File: src/rtl/conn_test_pkg.sv
package conn_test_pkg;
  typedef enum logic {
    PIN_NORMAL = 1'b0,
    PIN_TREE   = 1'b1
  } pin_src_e;
endpackage

File: src/rtl/strap_sampler.sv
module strap_sampler #(
  parameter int unsigned SAMPLE_DLY = 8
) (
  input  logic clk_i,
  input  logic rst_ni,
  input  logic strap_i,
  output logic done_o,
  output logic mode_o
);
  localparam int unsigned CNT_W = $clog2(SAMPLE_DLY + 1);
  localparam logic [CNT_W-1:0] LAST = CNT_W'(SAMPLE_DLY - 1);

  logic [CNT_W-1:0] cnt_q;
  logic             done_q;
  logic             mode_q;

  always_ff @(posedge clk_i or negedge rst_ni) begin
    if (!rst_ni) begin
      cnt_q  <= '0;
      done_q <= 1'b0;
      mode_q <= 1'b0;
    end else if (!done_q) begin
      if (cnt_q == LAST) begin
        done_q <= 1'b1;
        mode_q <= strap_i;
      end else begin
        cnt_q <= cnt_q + 1'b1;
      end
    end
  end

  assign done_o = done_q;
  assign mode_o = mode_q;
endmodule

File: src/rtl/nand_chain.sv
module nand_chain #(
  parameter int unsigned NUM_IN = 6
) (
  input  logic [NUM_IN-1:0] in_i,
  output logic              out_o
);
  logic [NUM_IN:0] stage;

  assign stage[NUM_IN] = 1'b1;  // far end seed

  for (genvar k = 0; k < NUM_IN; k++) begin : g_stage
    assign stage[k] = ~(in_i[k] & stage[k+1]);
  end

  assign out_o = stage[0];
endmodule

File: src/rtl/pin_mux.sv
module pin_mux
  import conn_test_pkg::*;
(
  input  pin_src_e sel_i,
  input  logic     normal_i,
  input  logic     tree_i,
  output logic     pin_o
);
  always_comb begin
    unique case (sel_i)
      PIN_TREE: pin_o = tree_i;
      default:  pin_o = normal_i;
    endcase
  end
endmodule

File: src/rtl/conn_test_top.sv
module conn_test_top
  import conn_test_pkg::*;
#(
  parameter int unsigned NUM_IN     = 6,
  parameter int unsigned SAMPLE_DLY = 8
) (
  input  logic              clk_i,
  input  logic              rst_ni,
  input  logic              strap_i,
  input  logic [NUM_IN-1:0] tree_in_i,
  input  logic              normal_i,
  output logic              pin_o
);
  logic     sample_done;
  logic     test_mode;
  logic     tree_out;
  pin_src_e pin_sel;

  strap_sampler #(.SAMPLE_DLY(SAMPLE_DLY)) i_sampler (
    .clk_i  (clk_i),
    .rst_ni (rst_ni),
    .strap_i(strap_i),
    .done_o (sample_done),
    .mode_o (test_mode)
  );

  nand_chain #(.NUM_IN(NUM_IN)) i_chain (
    .in_i (tree_in_i),
    .out_o(tree_out)
  );

  assign pin_sel = test_mode ? PIN_TREE : PIN_NORMAL;

  pin_mux i_mux (
    .sel_i   (pin_sel),
    .normal_i(normal_i),
    .tree_i  (tree_out),
    .pin_o   (pin_o)
  );
endmodule

File: config.mk
export PLATFORM = sky130hd
export DESIGN_NAME = conn_test_top
export DESIGN_NICKNAME = d
export VERILOG_FILES = /design/src/rtl/conn_test_pkg.sv /design/src/rtl/strap_sampler.sv /design/src/rtl/nand_chain.sv /design/src/rtl/pin_mux.sv /design/src/rtl/conn_test_top.sv
export SDC_FILE = /design/constraint.sdc
export NUM_CORES = 1
export LEC_CHECK = 0
export BUFFER_PORTS_ARGS = -buffer_cell sky130_fd_sc_hd__buf_4
export CAP_MARGIN = 10
export CORE_AREA = 3 3 40 42
export DETAILED_ROUTE_END_ITERATION = 10
export DIE_AREA = 0 0 43 45
export SYNTH_ARGS = -nofsm -noshare
export SYNTH_HDL_FRONTEND = slang
export SYNTH_SLANG_ARGS = --single-unit
File: constraint.sdc
create_clock -name clk_i -period 1.9 [get_ports clk_i]
set_input_delay 0.285 -clock clk_i [delete_from_list [all_inputs] [get_ports clk_i]]
set_output_delay 0.285 -clock clk_i [all_outputs]
set_load 0.01 [all_outputs]
==> metrics.md, run 1 <==
| Metric | Value |
|---|---|
| Critical Path End Type | register |
| Worst R2R End | i_sampler.mode_o |
| Post-route cell area | 424.2 sq um |
| Routed len/inst | 10.35 microns |
| Pwr Density | 647.4 mW/mm^2 |
| Period utilization | 74.34% |
| RSZ-0062 raised after global routing | no |
| DR pass1 iterations | 3 |
| Synth async-reset ratio | 100.0% |
| Vias/cell | 4.463 |
| List of most frequent post-synthesis cells | dfrtp_1 (6), inv_1 (2), o21ai_0 (2) |
| Largest stage delay, worst path | 400 ps |
| Status | complete, no violations |
| Mapped cell area | 297.8 sq um |
| Hold_ws | 277.4 ps |
| N_diodes | 0 |
| Register area share after synthesis | 50.42% |
| Final setup viols | 0 |
| Post-Route Utilization | 33.01% |
| VDD IR max | 321.0 uV |
| Initial antenna violation count | 0 |
| GR Util met3 | 6.375% |
| EDFF count, synth | 0 |
| Leak Pwr | 0.0001749 uW |
| Least-Margin Pin Slew | 230.1 ps |
| Critical path launch point type | register |
| Synth Flop Type | dfrtp_1 |
| Buffers on Ports | 10 |
| Mean Syn Cell Area | 11.91 sq um |
| Top-count cell post-synth | dfrtp_1 |
| Distinct cells, synth | 18 |
| Max Fclk | 708.0 MHz |
| CP arrival | 1540 ps |
| FF-to-FF setup slack | 490 ps |
| Synth top area share | 50.42% |
| Yosys warns | 0 |
| Fin nets | 52 |
| Die H | 45 microns |
| Critical R2R Launch | i_sampler.cnt_q[0] |
| Number of global-route vias before repair | 255 |
| Clock latency on the worst-skew pair | 250 ps |
| CTS Buf Count | 3 |
| Placed Area | 391.6 sq um |
| Grt peak-use layer | met2 |
| # DRC | 0 |
| Share of cells above drive strength 1 | 46.15% |
| Slew HR | 84.61% |
| Total grt overflow | 0 |
| Final hold vios | 0 |
| GR Util met1 | 8.088% |
| Total die area | 0.001935 sq mm |
| Ranking of synthesized cells by area | dfrtp_1 (50%), mux2_4 (5.0%), a31oi_2 (4.2%), ha_1 (4.2%), mux2_1 (3.8%) |
| Total of max-cap violations | 0 |
| Met2 global-route usage | 10.18% |
| Highest fanout seen on the critical path | 3 |
| Clock Sinks | 6 |
| Pre-CTS setup slack | 484.1 ps |
| Post-route ant nets | 0 |
| Clock Path Buffers | 2 |
| Total core area | 0.001285 sq mm |
| CTS tree | done |
| Top cell type by total area after synthesis | dfrtp_1 |
| Placement Rows | 13 |
| Req. time, crit path | 2030 ps |
| Min Tclk post-route | 1412 ps |
| Detailed placement HPWL | 434.7 microns |
| Final setup TNS | 0 ps |
| Synthesized flop and latch total | 6 |
| Max-slew violations | 0 |
| GP Congestion | 0.7040 |
| Total vias in the final route | 241 |
| Fillers | 126 |
| Largest net degree at the start of global routing | 7 |
| Max H-tree Level | 1 |
| Worst Hold End | i_sampler.mode_o |
| Top Ports | 11 |
| Worst hold path depth | 2 |
| Worst Min Path Start | strap_i |
| R2R depth | 4 |
| First-pass GRT wire length | 1.021 mm |
| Min-delay worst type | primary input to register |
| Final WL | 559 microns |
| Root buf cell | clkbuf_4 |
| CP cell instances | ha_1 -> nor2b_1 -> and3_1 -> mux2_4 |
| Final setup margin | 487.5 ps |
| Syn-to-layout area delta | 42.44% |
| Clock-pin transition on the worst setup and hold timing paths | 40 ps |
| Syn Inst Count | 25 |
| Initial DRC count | 8 |
| Syn_nets | 36 |
| CP max stage cell | dfrtp_1 |
| Tot GR Track Use | 7.705% |
| Starting Density | 23.17% |
| Final setup skew | 1.904 ps |
| Setup CP Type | register to register |
| Die width | 43 microns |
[area by class of cell]
class | count | area, sq um | area share, %
clock buffer | 3 | 22.52 | 5.310
inverter | 3 | 11.26 | 2.655
multi-input combinational | 16 | 136.4 | 32.15
sequential | 6 | 150.1 | 35.40
timing repair buffer | 11 | 85.08 | 20.06
tap | 15 | 18.77 | 4.425
[critical path: cells and delay by family, from the launching register on]
| kind | cells | cell delay [ps] |
|---|---|---|
| DFF | 1 | 400 |
| and+or+nand+nor | 2 | 350 |
| adders and majority gates | 1 | 240 |
| muxes | 1 | 300 |
[repair_timing]
action | CTS | global route
resized for setup | 0 | 0
hold buffers | 1 | 0
endpoints found under the hold margin | 6 | 0
setup buffers | 0 | 0
[report_power, final]
| group | internal, uW | switching [uW] | total [uW] |
|---|---|---|---|
| clock network | 71.4 | 46.0 | 117 |
| registers | 129 | 1.00 | 130 |
| logic | 18.6 | 8.19 | 26.8 |
| total | 219 | 55.2 | 275 |
[worst max path at each step]
stage / to / from
after floorplan: i_sampler.mode_o / i_sampler.cnt_q[0]
after global placement: i_sampler.mode_o / i_sampler.cnt_q[0]
after detailed placement: i_sampler.mode_o / i_sampler.cnt_q[0]
after CTS: i_sampler.mode_o / i_sampler.cnt_q[0]
after global routing: pin_o / i_sampler.mode_o
final: i_sampler.mode_o / i_sampler.cnt_q[0]
[registers in the layout, summed over array words and instances, names as in the netlist]
register,cells
i_sampler.done_o,1
i_sampler.mode_o,1
i_sampler.cnt_q,4
[layout by cell type (no fill, tap or decap), drive strengths merged]
cell type    count
dlygate4sd3      1
inv              3
a41oi            1
clkbuf           3
nand2            1
nor2b            1
nor3             1
xor2             1
ha               1
o21ai            2
dfrtp            6
buf             10
nand4b           1
a31oi            1
and3             1
a21o             1
mux2             3
nand3b           1
[per-stage QoR]
step,total power (uW),cells
CTS,279.5,54
detailed placement,157.9,50
finish,274.6,54
global placement,157.6,50
floorplan,138.1,25
global route,295.0,54
[routing by layer]
layer,up-vias,part of all wire [%]
li1,117,-
met1,107,41
met2,14,38
met3,3,19
met4,0,2.0
met5,-,0
[logic make-up after synthesis]
kind of cell | after synthesis | synth area share (%)
and+or+nand+nor | 6 | 12.61
DFF | 6 | 50.42
AOI/OAI and AO/OA | 5 | 13.45
adders and majority gates | 1 | 4.201
xor gates and xnor gates | 1 | 2.942
buffers and inverters | 3 | 3.781
muxes | 3 | 12.60
(Power assumes the default switching activity.)
==> run 2: changes to the inputs <==
- clock period: 1.9 -> 1.3 ns (I/O delays scaled with it)
==> metrics.md, run 2 (same netlist as run 1, synthesis figures left out) <==
| Metric | Value |
|---|---|
| Critical path launch point type | register |
| Min-delay worst type | primary input to register |
| CP top delay family | flip-flops |
| Placed Cells | 54 (+8.0%) |
| Slew HR | 87.66% (+3.0 points) |
| Clock-pin transition on the worst setup and hold timing paths | 50 ps (about the same) |
| Total die area | 0.001935 sq mm (unchanged) |
| Fillers | 131 (+4.0%) |
| Critical R2R Launch | i_sampler.cnt_q[0] |
| Pwr Density | 829.6 mW/mm^2 (+28%) |
| First-pass GRT wire length | 993 microns (-2.7%) |
| Max-slew violations | 0 (unchanged) |
| Leak Pwr | 0.0002072 uW (+18%) |
| Period utilization | 99.33% |
| Starting Density | 23.17% (unchanged) |
| Total power | 403.8 uW (+47%) |
| Total vias in the final route | 251 (+4.1%) |
| Critical Path End Type | output port |
| Tot GR Track Use | 7.215% (-0.49 points) |
| Max Fclk | 774.4 MHz |
| Sequential power share | 47.2% (-0.3 points) |
| R2R depth | 4 (unchanged) |
| Post-route ant nets | 0 (unchanged) |
| # DRC | 0 (unchanged) |
| Clock Path Buffers | 2 (unchanged) |
| Die width | 43 microns (unchanged) |
| Max H-tree Level | 1 (unchanged) |
| Total of max-cap violations | 0 (unchanged) |
| Status | complete, no violations |
| Clk pwr share | 42.4% (-0.4 points) |
| Worst Min Path Start | strap_i |
| CTS Buf Count | 3 (unchanged) |
| Number of global-route vias before repair | 270 (+5.9%) |
| Finished Layout Cells | 59 (+9.3%) |
| RSZ-0062 raised after global routing | yes |
| Final WL | 606 microns (+8.4%) |
| FF-to-FF setup slack | 20 ps (-470 ps) |
| Most frequent cells in the layout | buf_4 (15), dfrtp_1 (6), clkbuf_4 (3), inv_1 (2) |
| Total grt overflow | 0 (unchanged) |
| Routed len/inst | 10.27 microns (-0.78%) |
| Switch share | 20.11% (about the same) |
| VDD IR max | 340.7 uV (+6.1%) |
| CP cell instances | nand3b_1 -> o21ai_1 -> a41oi_1 -> buf_4 |
| Min Tclk post-route | 1291 ps |
| Clock latency on the worst-skew pair | 240 ps (about the same) |
| Worst R2R End | i_sampler.mode_o |
| P_int | 322.6 uW (+47%) |
| P_sw | 81.18 uW (+47%) |
| Largest register FFs | 4 (unchanged) |
| Top Ports | 11 (unchanged) |
| Final setup viols | 0 (unchanged) |
| Hold_ws | 193.3 ps (-84.09 ps) |
| Most common cell after layout, fill and taps aside | buf_4 |
| Vias/cell | 4.254 (-4.7%) |
| Syn-to-layout area delta | 63.45% |
| N_diodes | 0 (unchanged) |
| Initial DRC count | 0 (-8) |
| Highest fanout seen on the critical path | 4 (+1) |
| Total core area | 0.001285 sq mm (unchanged) |
| Clock Sinks | 6 (unchanged) |
| Die H | 45 microns (unchanged) |
| DR pass1 iterations | 1 (-2) |
| Comb power frac | 10.4% (+0.6 points) |
| Setup CP Type | register to output port |
| Largest register by flop count | i_sampler.cnt_q |
| Placement Rows | 13 (unchanged) |
| GP Congestion | 0.6990 (-0.71%) |
| Buf+Inv Stages, Crit Path | 1 (+1) |
| Buffers on Ports | 10 (unchanged) |
| Worst hold path depth | 2 (unchanged) |
| Largest stage delay, worst path | 400 ps (about the same) |
| Initial antenna violation count | 0 (unchanged) |
| CP max stage cell | dfrtp_1 |
| Req. time, crit path | 1110 ps (-920 ps) |
| Fin nets | 57 (+9.6%) |
| Largest net degree at the start of global routing | 7 (unchanged) |
| Least-Margin Pin Slew | 184.6 ps (-45.52 ps) |
| Share of cells above drive strength 1 | 59.09% (+13 points) |
| Worst Hold End | i_sampler.mode_o |
| Final hold vios | 0 (unchanged) |
| Root buf cell | clkbuf_4 |
| Final setup skew | 1.305 ps (-0.5993 ps) |
| CP arrival | 1100 ps (-440 ps) |
| CTS tree | done |
| Detailed placement HPWL | 473 microns (+8.8%) |
==> run 2: worst max path at each step <==
stage	start	endpoint	slack [ps]	depth (start not counted)
finish	i_sampler.mode_o	pin_o	9	4
global route	i_sampler.mode_o	pin_o	-90	4
CTS	i_sampler.mode_o	pin_o	-20	4
detailed placement	i_sampler.cnt_q[1]	i_sampler.mode_o	-20	4
global placement	i_sampler.cnt_q[1]	i_sampler.mode_o	10	4
floorplan	i_sampler.cnt_q[0]	i_sampler.mode_o	9	4
==> run 2: through the flow <==
stage | setup TNS [ps] | setup slack [ps] | util (%) | instance area, sq um
after detailed placement | -16.20 | -16.20 | 33.20 | 426.7
after CTS | -22.62 | -17.15 | 36.51 | 469.2
after global placement | 0 | 13.53 | 33.20 | 426.7
after floorplan | 0 | 8.650 | - | 302.8
final | 0 | 8.678 | 37.88 | 486.7
after global routing | -102.4 | -94.13 | 37.88 | 486.7
==> run 2: final cells by class <==
class	count	area [sq um]	share of cell area (%)
Multi-Input combinational cell	16	161.4	33.16
Sequential cell	6	150.1	30.85
Timing Repair Buffer	16	122.6	25.19
Clock buffer	3	22.52	4.627
Tap cell	15	18.77	3.856
Inverter	3	11.26	2.314
==> run 2: per-layer routing <==
layer / vias to the layer above / track usage (%) / share of wire [%]
met4: 0 / 7.229 / 0
met2: 11 / 10.18 / 42
met1: 109 / 8.621 / 45
met3: 0 / 1.992 / 13
li1: 131 / - / -
met5: - / 0 / 0
==> run 2: power groups by stage <==
| stage | Clock (uW) | Sequential, uW | Combinational [uW] |
|---|---|---|---|
| 4_1_cts | 185 | 190 | 40.7 |
| 3_3_place_gp | 0 | 193 | 37.0 |
| 3_5_place_dp | 0 | 193 | 37.7 |
| 2_1_floorplan | 0 | 193 | 8.93 |
| 6_report | 171 | 190 | 42.0 |
| 5_1_grt | 191 | 190 | 46.4 |
==> run 2: repair_timing <==
action / CTS / global route
hold endpoints to repair: 6 / 0
pin swaps: 2 / 1
setup buffers: 0 / 1
resized for setup: 3 / 1
gates cloned: 0 / 0
setup endpoints to repair: 2 / 2
hold buffers: 1 / 0
==> run 3: changes to the inputs <==
- SETUP_SLACK_MARGIN: not set -> 0.4
- SYNTH_HIERARCHICAL: not set -> 1
==> metrics.md, run 3 <==
| Metric | Value |
|---|---|
| Final WL | 785 microns (+30%) |
| Mean Syn Cell Area | 11.64 sq um (-2.3%) |
| Post-route cell area | 584.3 sq um (+20%) |
| Routed len/inst | 11.72 microns (+14%) |
| Final setup viols | 0 (unchanged) |
| Max Fclk | 804.5 MHz (+3.9%) |
| Placement Rows | 13 (unchanged) |
| Switch share | 20.91% (+0.81 points) |
| Max H-tree Level | 1 (unchanged) |
| Number of global-route vias before repair | 305 (+13%) |
| Top-count cell post-synth | dfrtp_1 |
| Clk pwr share | 42.0% (-0.4 points) |
| Most common cell after layout, fill and taps aside | buf_4 |
| Total grt overflow | 0 (unchanged) |
| Ranking of synthesized cells by area | dfrtp_1 (43%), mux2_4 (8.6%), nand4b_1 (7.5%), mux2_1 (6.5%), nand2_1 (4.3%) |
| Vias/cell | 4.776 (+12%) |
| Sequential power share | 45.7% (-1.5 points) |
| P_sw | 86.93 uW (+7.1%) |
| Top Ports | 11 (unchanged) |
| Synth Flop Type | dfrtp_1 |
| EDFF count, synth | 0 (unchanged) |
| Clock Path Buffers | 2 (unchanged) |
| Post-route ant nets | 0 (unchanged) |
| Total core area | 0.001285 sq mm (unchanged) |
| CP arrival | 1050 ps (-50 ps) |
| Placed Cells | 57 (+5.6%) |
| Clock-pin transition on the worst setup and hold timing paths | 50 ps (about the same) |
| R2R depth | 3 (-1) |
| Tot GR Track Use | 8.725% (+1.5 points) |
| Detailed placement HPWL | 482.4 microns (+2.0%) |
| Status | complete, no violations |
| Mapped cell area | 349.1 sq um (+17%) |
| Initial antenna violation count | 0 (unchanged) |
| Post-Route Utilization | 45.47% (+7.6 points) |
| Critical Path End Type | output port |
| Syn_nets | 41 (+14%) |
| Comb power frac | 12.3% (+1.9 points) |
| Die width | 43 microns (unchanged) |
| Root buf cell | clkbuf_4 |
| P_int | 328.7 uW (+1.9%) |
| Critical path launch point type | register |
| Fin nets | 65 (+14%) |
| Distinct cells, synth | 16 (-2) |
| Largest register FFs | 4 (unchanged) |
| Total of max-cap violations | 0 (unchanged) |
| Hold_ws | 186.0 ps (-7.292 ps) |
| CTS Buf Count | 3 (unchanged) |
| Initial DRC count | 1 (+1) |
| Pwr Density | 711.4 mW/mm^2 (-14%) |
| Least-Margin Pin Slew | 191.7 ps (+7.077 ps) |
| Syn-to-layout area delta | 67.38% |
| Total die area | 0.001935 sq mm (unchanged) |
| Req. time, crit path | 1110 ps (about the same) |
| Setup CP Type | register to output port |
| Yosys warns | 6 (+6) |
| Die H | 45 microns (unchanged) |
| Total vias in the final route | 320 (+27%) |
| Clock Sinks | 6 (unchanged) |
| Synthesized flop and latch total | 6 (unchanged) |
| Synth async-reset ratio | 100.0% (unchanged) |
| VDD IR max | 402.7 uV (+18%) |
| Starting Density | 27.17% (+4.0 points) |
| CTS tree | done |
| Clock latency on the worst-skew pair | 240 ps (about the same) |
| Slew HR | 87.22% (-0.43 points) |
| Buffers on Ports | 10 (unchanged) |
| DR pass1 iterations | 2 (+1) |
| # DRC | 0 (unchanged) |
| RSZ-0062 raised after global routing | yes |
| Final hold vios | 0 (unchanged) |
| Top cell type by total area after synthesis | dfrtp_1 |
| Most frequent cells in the layout | buf_4 (14), dfrtp_1 (5), nand2_1 (4), mux2_4 (4), buf_6 (4) |
| Register area share after synthesis | 43.01% (-7.4 points) |
| N_diodes | 0 (unchanged) |
| Min-delay worst type | primary input to register |
| Final setup skew | 3.219 ps (+1.915 ps) |
| Fillers | 117 (-11%) |
| Worst hold path depth | 2 (unchanged) |
| Placed Area | 473.0 sq um (+11%) |
| List of most frequent post-synthesis cells | dfrtp_1 (6), nand2_1 (4), nand4b_1 (3) |
| Synth top area share | 43.01% (-7.4 points) |
| Largest net degree at the start of global routing | 8 (+1) |
| Syn Inst Count | 30 (+20%) |
| First-pass GRT wire length | 1.242 mm (+25%) |
| GP Congestion | 0.7089 (+1.4%) |
| Min Tclk post-route | 1243 ps (-48.27 ps) |
| Finished Layout Cells | 67 (+14%) |
| Largest register by flop count | i_sampler/cnt_q |
| Period utilization | 95.62% (-3.7 points) |
| Highest fanout seen on the critical path | 2 (-2) |
| Final setup TNS | 0 ps (unchanged) |
| Leak Pwr | 0.0002766 uW (+34%) |
| Max-slew violations | 0 (unchanged) |
| Share of cells above drive strength 1 | 61.54% (+2.4 points) |
==> run 3: final timing paths <==
kind / startpoint / endpoint / slack, ps
hold reg to reg: i_sampler/done_o / i_sampler/done_o / 600
setup / recovery: i_sampler/mode_o / pin_o / 60
min in group asynchronous: rst_ni / i_sampler/cnt_q[2] / 290
hold / removal: strap_i / i_sampler/mode_o / 190
setup reg to reg: i_sampler/cnt_q[0] / i_sampler/mode_o / 80
max in group asynchronous: rst_ni / i_sampler/done_o / 880
==> run 3: cell type report <==
type / count / area, sq um / area share (%)
Timing Repair Buffer: 19 / 160.2 / 27.41
Clock buffer: 3 / 22.52 / 3.854
Sequential cell: 6 / 151.4 / 25.91
Inverter: 1 / 3.754 / 0.6424
Multi-Input combinational cell: 23 / 227.7 / 38.97
Tap cell: 15 / 18.77 / 3.212
==> run 3: timing repair <==
| item | CTS | global route |
|---|---|---|
| endpoints found under the hold margin | 6 | 0 |
| endpoints found under the setup margin | 7 | 7 |
| buffers inserted | 6 | 0 |
| pin swaps | 2 | 4 |
| gates resized for setup | 8 | 1 |
| hold buffers | 1 | 0 |
==> run 3: worst max-delay path: stages (launching register included) <==
cell and delay, ps:
dfrtp_1 390, mux2_4 300, buf_6 120
==> run 3: logic make-up (layout without fill, tap and decap cells) <==
kind of cell	after synthesis	in the layout	share of synthesized area (%)
adders and majority gates	1	1	3.584
buffers and inverters	1	23	1.074
AOI/OAI and AO/OA	3	3	8.600
muxes	4	4	15.05
and+or+nand+nor	15	15	28.67
DFF	6	6	43.01
==> run 3: layer usage <==
layer  wire [microns]  GRT usage (%)  up-vias
met2              412          15.27        9
li1                 -              -      155
met3               50          1.594        0
met4                0          3.614        0
met5                0              0        -
met1              322          10.59      156
==> run 3: power groups by stage <==
stage	registers, uW	clock network (uW)	logic (uW)
after detailed placement	193	0	44.5
after CTS	190	181	51.4
after floorplan	193	0	14.5
after global routing	190	187	55.1
final	190	175	51.1
after global placement	193	0	43.9
==> run 3: metrics by stage <==
step / worst slack, ps / total power, uW
global route: 29.33 / 432.2
detailed placement: 107.7 / 237.6
global placement: 116.8 / 236.9
CTS: 46.22 / 422.7
finish: 56.94 / 415.7
floorplan: 99.16 / 207.3
